<file path="config.mk">
export PLATFORM = sky130hd
export DESIGN_NAME = parity_rmw_seq
export DESIGN_NICKNAME = d
export VERILOG_FILES = /design/src/rtl/parity_rmw_seq.sv
export SDC_FILE = /design/constraint.sdc
export NUM_CORES = 1
export LEC_CHECK = 0
export BUFFER_PORTS_ARGS = -buffer_cell sky130_fd_sc_hd__buf_2
export CAP_MARGIN = 15
export CORE_MARGIN = 2
export CORE_UTILIZATION = 55
export CTS_CLUSTER_DIAMETER = 40
export DETAILED_ROUTE_END_ITERATION = 12
export PLACE_DENSITY = 0.79
export SETUP_SLACK_MARGIN = 0.15
export SLEW_MARGIN = 30
export SYNTH_ARGS = -nofsm -noshare
export SYNTH_HDL_FRONTEND = slang
export SYNTH_SLANG_ARGS = --single-unit
</file>
<file path="constraint.sdc">
create_clock -name clk -period 2.4 [get_ports clk]
set_input_delay 0.36 -clock clk [delete_from_list [all_inputs] [get_ports clk]]
set_output_delay 0.36 -clock clk [all_outputs]
set_load 0.005 [all_outputs]
</file>
<file path="src/rtl/parity_rmw_seq.sv">
module parity_rmw_seq #(
  parameter int DW       = 16,
  parameter int BW       = 4,
  parameter int DISK_W   = 2,
  parameter int STRIPE_W = 4,
  parameter int PAR_DISK = 3,
  localparam int CNT_W   = (BW > 1) ? $clog2(BW) : 1
) (
  input  logic                clk,
  input  logic                rst_n,
  input  logic                req_valid,
  output logic                req_ready,
  input  logic [STRIPE_W-1:0] req_stripe,
  input  logic [DISK_W-1:0]   req_disk,
  output logic [CNT_W-1:0]    nd_idx,
  input  logic [DW-1:0]       nd_word,
  output logic                dreq_valid,
  input  logic                dreq_ready,
  output logic                dreq_write,
  output logic [DISK_W-1:0]   dreq_disk,
  output logic [STRIPE_W-1:0] dreq_stripe,
  output logic [DW-1:0]       dreq_wdata,
  input  logic                drsp_valid,
  input  logic                drsp_err,
  input  logic [DW-1:0]       drsp_data,
  output logic                done,
  output logic                err,
  output logic [1:0]          err_step
);

  typedef enum logic [3:0] {
    S_IDLE, S_RDC, S_RDD, S_RPC, S_RPD, S_WDD, S_WDA, S_WPD, S_WPA
  } st_e;

  localparam logic [CNT_W-1:0]  LAST = CNT_W'(BW - 1);
  localparam logic [DISK_W-1:0] PDSK = DISK_W'(PAR_DISK);

  st_e                 st_q;
  logic [CNT_W-1:0]    cnt_q;
  logic [STRIPE_W-1:0] stripe_q;
  logic [DISK_W-1:0]   disk_q;
  logic                done_q, err_q;
  logic [1:0]          step_q;
  logic [DW-1:0]       blk_q [BW];

  wire cnt_last = (cnt_q == LAST);
  wire [CNT_W-1:0] cnt_nx = cnt_last ? '0 : cnt_q + 1'b1;
  wire on_par = (st_q == S_RPC) || (st_q == S_WPD);
  wire rsp_ok = drsp_valid && !drsp_err;

  assign req_ready   = (st_q == S_IDLE);
  assign dreq_valid  = (st_q == S_RDC) || (st_q == S_RPC) || (st_q == S_WDD) || (st_q == S_WPD);
  assign dreq_write  = (st_q == S_WDD) || (st_q == S_WPD);
  assign dreq_disk   = on_par ? PDSK : disk_q;
  assign dreq_stripe = stripe_q;
  assign dreq_wdata  = (st_q == S_WDD) ? nd_word : (st_q == S_WPD) ? blk_q[cnt_q] : '0;
  assign nd_idx      = cnt_q;
  assign done        = done_q;
  assign err         = err_q;
  assign err_step    = step_q;

  always_ff @(posedge clk) begin
    if (!rst_n) begin
      st_q     <= S_IDLE;
      cnt_q    <= '0;
      stripe_q <= '0;
      disk_q   <= '0;
      done_q   <= 1'b0;
      err_q    <= 1'b0;
      step_q   <= '0;
    end else begin
      done_q <= 1'b0;
      err_q  <= 1'b0;
      case (st_q)
        S_IDLE: if (req_valid) begin
          stripe_q <= req_stripe;
          disk_q   <= req_disk;
          cnt_q    <= '0;
          st_q     <= S_RDC;
        end
        S_RDC: if (dreq_ready) st_q <= S_RDD;
        S_RDD: if (drsp_valid) begin
          if (drsp_err) begin
            err_q <= 1'b1; step_q <= 2'd0; cnt_q <= '0; st_q <= S_IDLE;
          end else begin
            cnt_q <= cnt_nx;
            if (cnt_last) st_q <= S_RPC;
          end
        end
        S_RPC: if (dreq_ready) st_q <= S_RPD;
        S_RPD: if (drsp_valid) begin
          if (drsp_err) begin
            err_q <= 1'b1; step_q <= 2'd1; cnt_q <= '0; st_q <= S_IDLE;
          end else begin
            cnt_q <= cnt_nx;
            if (cnt_last) st_q <= S_WDD;
          end
        end
        S_WDD: if (dreq_ready) begin
          cnt_q <= cnt_nx;
          if (cnt_last) st_q <= S_WDA;
        end
        S_WDA: if (drsp_valid) begin
          if (drsp_err) begin
            err_q <= 1'b1; step_q <= 2'd2; st_q <= S_IDLE;
          end else st_q <= S_WPD;
        end
        S_WPD: if (dreq_ready) begin
          cnt_q <= cnt_nx;
          if (cnt_last) st_q <= S_WPA;
        end
        S_WPA: if (drsp_valid) begin
          if (drsp_err) begin
            err_q <= 1'b1; step_q <= 2'd3;
          end else done_q <= 1'b1;
          st_q <= S_IDLE;
        end
        default: st_q <= S_IDLE;
      endcase
    end
  end

  always_ff @(posedge clk) begin
    if (st_q == S_RDD && rsp_ok) blk_q[cnt_q] <= drsp_data;
    else if (st_q == S_RPD && rsp_ok) blk_q[cnt_q] <= drsp_data ^ blk_q[cnt_q] ^ nd_word;
  end

  AST_TAKE_ONCE: assert property (@(posedge clk) disable iff (!rst_n)
    req_valid && req_ready |=> !req_ready);
  AST_CMD_HOLD: assert property (@(posedge clk) disable iff (!rst_n)
    dreq_valid && !dreq_ready |=> dreq_valid && $stable(dreq_write) && $stable(dreq_disk)
      && $stable(dreq_stripe));
  AST_PAR_AFTER_ACK: assert property (@(posedge clk) disable iff (!rst_n)
    $rose(dreq_valid && dreq_write && dreq_disk == PDSK) |-> $past(drsp_valid && !drsp_err));
  AST_ERR_QUIET: assert property (@(posedge clk) disable iff (!rst_n)
    err |-> req_ready && !dreq_valid);
  AST_DONE_EXCL: assert property (@(posedge clk) disable iff (!rst_n)
    done |-> !err);
  AST_DONE_AFTER_ACK: assert property (@(posedge clk) disable iff (!rst_n)
    done |-> $past(drsp_valid && !drsp_err));

endmodule

</file>
### Word-level counts from Yosys, hierarchy flattened

Memory sizes are Yosys's and may differ from the RTL's. A register that Yosys moved wholly into a read port is not among the register bits.
Cells that the tools add are included.

| storage, ports and cells | value |
|---|---|
| bits in writable memories | 64 |
| bits in latches | 0 |
| register bits after elaboration | 16 |
| ROM bits | 0 |
| memories kept | 1 |
| word-level logic and storage cells | 106 |
| input port bits | 44 |

Memory list:

| memory | depth | width | rd ports | clocked after memory_dff | write ports | RTL line | text |
|---|---|---|---|---|---|---|---|
| blk_q | 4 | 16 | 1 | 1 | 1 | 44 | `logic [DW-1:0] blk_q [BW];` |

| operators by class | value |
|---|---|
| $mul | 0 |
| muxes and demuxes | 45 |
| eq/ne operators | 28 |
| shift-type cells | 0 |
| divide/modulo/power cells | 0 |
| magnitude comparators | 0 |
| bitwise gates (word level) | 3 |
| reductions and logical operators | 21 |
| add/subtract/negate cells | 1 |

Operators with widths:

| kind | number |
|---|---|
| $mux 4 | 15 |
| $mux 16 | 3 |
| $pmux 4 s9 | 1 |
| $mux 2 | 16 |
| $xor 16x16->16 | 2 |
| $ne 2x2->1 const B | 15 |
| $eq 4x3->1 const B | 4 |
| $reduce_and 13->1 | 1 |
| $reduce_and 9->1 | 1 |
| $eq 4x2->1 const B | 2 |
| $pmux 2 s4 | 1 |
| $mux 1 | 7 |
| $ne 3x3->1 const B | 2 |
| $pmux 2 s3 | 1 |
| $reduce_and 3->1 | 2 |
| $logic_or 1x1->1 | 5 |
| $eq 4x1->1 const B | 1 |
| $eq 4x4->1 const B | 1 |
| $logic_not 4->1 | 1 |
| $ne 2x1->1 const B | 2 |
| $reduce_and 4->1 | 1 |
| $reduce_bool 4->1 | 1 |
| $reduce_or 2->1 | 2 |
| $reduce_or 4->1 | 1 |
| 8 further kinds | 10 |

### Depth between registers and ports, before layout

| logic depth | value |
|---|---|
| depth after elaboration | 7 |
| mapped depth | 6 |
| gate-level depth less buffers | 6 |

### Worst setup path after synthesis

OpenSTA, ideal clock, no wires.

| timing path | value |
|---|---|
| path type | register to register |
| from | register (tool-made name) |
| to | memory blk_q[0][10] (data pin) |
| data arrival time | 1,664 ps |
| path slack | 556 ps |
| buffers on the path | 2 |
| required time | 2,220 ps |
| library setup time | 180 ps |
| period minus slack after synthesis | 1,844 ps |
| cell stages (with the launch flop) | 7 |
| cells stage by stage | dfxtp_1 -> buf_2 -> buf_6 -> mux4_2 -> xnor2_1 -> nor2_1 -> xor2_1 |

RTL lines:

| what | RTL line |
|---|---|
| end, declared | 44 |

==> results by group <==
Hold path
  • Hold/Removal Path Class: in -> reg
  • Hold path depth: 3

Critical path
  • Startpoint Class: flip-flop
  • Crit. End Element: output pin
  • Crit path arrival time: roughly 1.8 ns
  • R2r worst-path depth: 5
  • Worst Path Required: roughly 2.0 ns
  • Crit Path Category: reg -> out
  • CP Max Fanout: 8

Route
  • Via density: 5.34
  • Pre-antenna DRT Iters: 4
  • Drt initial violations: between 150 and 200
  • Routed vias: roughly 2,500
  • DRC: 0
  • WL per Instance: roughly 16 um
  • Post-DRT Antenna Nets: 0
  • Total routed wirelength: between 7000 and 8000 um

Timing
  • Endpoints failing setup: 0
  • Fin crit share: 0.900
  • Worst-margin pin slew: between 0.4 and 0.5 ns
  • Final-report hold violation count: 0
  • Setup tns final: 0 ns
  • Crit path time final: ~2.2 ns
  • Max Freq: between 400 and 500 MHz
  • Slew HR: 0.679
  • Clk_skew: 0.0161 ns
  • Pins Over Slew Limit: 0
  • Unrepaired setup endpoints after global routing: no

CTS
  • Root buffer cell: clkbuf_8
  • # hold bufs at CTS: 0
  • CTS clk-pin slew, worst paths: ~0.08 ns
  • Clk sink count: 82
  • Clock Tree Buf Depth: 2
  • # H-tree levels: 3
  • Later-pin clock latency in the skew report: around 0.36 ns
  • TritonCTS Buffers: 9
  • CTS tree: built

Floorplanning
  • Die ar.: 7820 um2
  • Die Ht: a little under 90 um
  • Core area: approximately 6800 um2
  • Die X: 88.4 um
  • Initial core utilization: 0.574
  • IO Count: 75
  • Number of core rows: 30

Synthesis
  • Syn nets: about 340
  • Sequential cell area fraction in the yosys report: 0.582
  • Library cells used by synthesis: 44
  • Synth top cells by count: edfxtp_1 (64), nor2_1 (39), mux2i_1 (22)
  • Avg Cell Area, Syn: ~13 um2
  • Asr flop ratio synth: 0
  • EDFF count, synth: 64
  • Count leader, synth: edfxtp_1
  • Yosys warning count: 0
  • Synthesized area: 3920 um2
  • Mapped Cells: 291
  • Register bit count reported by yosys: about 80
  • Share of the synthesized area in the top cell type: 0.490
  • Synth area leaders: edfxtp_1 (49%), dfxtp_1 (9.2%), mux4_2 (9.2%)
  • Main synth FF type: edfxtp_1
  • Post-synth top area cell: edfxtp_1

Finish
  • Antenna Cells: 0
  • Non-filler cells in the finished layout: 474
  • Final Cell Area: about 4700 um2
  • Final nets: between 400 and 500
  • Area growth syn-to-layout: 19.3%
  • Layout cells sized above 1: 0.344
  • Filler instances: a little over 500

Pwr
  • VDD IR max: approximately 610 uV
  • Pwr per Cell Area: 744 nW/um2
  • P_leak: between 1.5 and 2 nW

Placed design
  • Area after DPL: approximately 4400 um2
  • # port buffers: 74
  • Dpl hpwl: approximately 5400 um
  • # placed instances: between 400 and 500
  • Routability cong.: about 0.84

Global route
  • Initial antenna violation count: 0
  • Largest net degree at the start of global routing: 22
  • First-pass GRT wire length: around 12,000 um
  • Grt total ovfl: 0
  • Tot GR Track Use: 0.210
  • Vias in the first global route: around 2,600

Run status
  • Status: finished, final reports clean

Job
  • Maxcap violations: 0
[power by group]
part / internal [mW] / switching (mW)
sequential: 1.60 / 0.0653
clock: 0.489 / 0.505
combinational: 0.386 / 0.437
[stage by stage]
step / worst slack [ns] / utilization / hold WS, ns / power, mW
final: 0.240 / 0.685 / 0.253 / 3.48
after global routing: 0.165 / 0.685 / 0.252 / 3.64
after CTS: 0.150 / 0.680 / 0.243 / 3.49
after detailed placement: 0.207 / 0.651 / 0.442 / 2.51
after global placement: 0.345 / 0.651 / 0.438 / 2.48
after floorplan: 0.556 / - / 0.435 / 2.27
[routing by layer]
metal | vias to the layer above | wire length [um] | part of all wire | global-route usage
li1 | 1219 | - | - | -
met1 | 1231 | 3280 | 0.43 | 0.267
met2 | 74 | 3990 | 0.52 | 0.364
met3 | 6 | 308 | 0.040 | 0.0410
met4 | 0 | 74 | 0.0097 | 0.0716
met5 | - | 0 | 0 | 0
[cell usage in the layout, fill, tap and decap left out, types with 4 or more instances in the layout]
cell type / instances
a21boi_1: 6
and2_1: 7
buf_2: 74
buf_4: 11
clkbuf_8: 9
dfxtp_1: 15
edfxtp_1: 64
ha_1: 4
inv_1: 4
mux2i_1: 22
mux4_2: 16
nand2_1: 13
nand3_1: 10
nor2_1: 39
xnor2_1: 19
xor2_1: 16
[path summary, 6_finish.rpt]
check,to,startpoint,slack [ns]
min,dreq_stripe[2]$_SDFFE_PN0P_,req_stripe[2],0.25
max,dreq_wdata[6],flip-flop,0.24
max reg2reg,blk_q[0][6]$_DFFE_PP_,st_q[2]$_SDFFE_PN0P_,0.35
min reg2reg,dreq_stripe[2]$_SDFFE_PN0P_,dreq_stripe[2]$_SDFFE_PN0P_,0.45
[timing repair]
item                                    in CTS  in global routing
setup buffers                                0                  0
gates resized for setup                      1                  4
endpoints found under the setup margin      17                 72
gates cloned                                 0                  1
[flip-flops by register name (all words and copies together) (netlist names), named ones only]
signal       flops
done             1
dreq_stripe      4
st_q             4
disk_q           2
nd_idx           2
blk_q           64
err              1
err_step         2
[kinds of logic (layout without fill, tap and decap cells)]
family,after synthesis,in the layout,synth area share
and+or+nand+nor,89,89,0.109
DFF,82,82,0.582
muxes,38,38,0.148
xor gates and xnor gates,35,35,0.0782
AOI/OAI and AO/OA,22,22,0.0437
buffers and inverters,21,108,0.0265
adders and majority gates,4,4,0.0128
[worst max-delay path: stages, from the launching register on]
cell     delay, ns
dfxtp_4       0.39
buf_12        0.14
mux4_2        0.55
mux2i_1       0.19
nor2_1        0.05
buf_2         0.12
[layout make-up]
type	count	area, um2	share of cell area
multi-input combinational	188	1540	0.329
clock buffer	9	124	0.0265
timing repair buffer	88	518	0.111
sequential	82	2290	0.489
clock inverter	7	76.3	0.0163
tap	96	120	0.0257
inverter	4	15.0	0.00321
No activity file was read; power rests on OpenSTA's default activity.
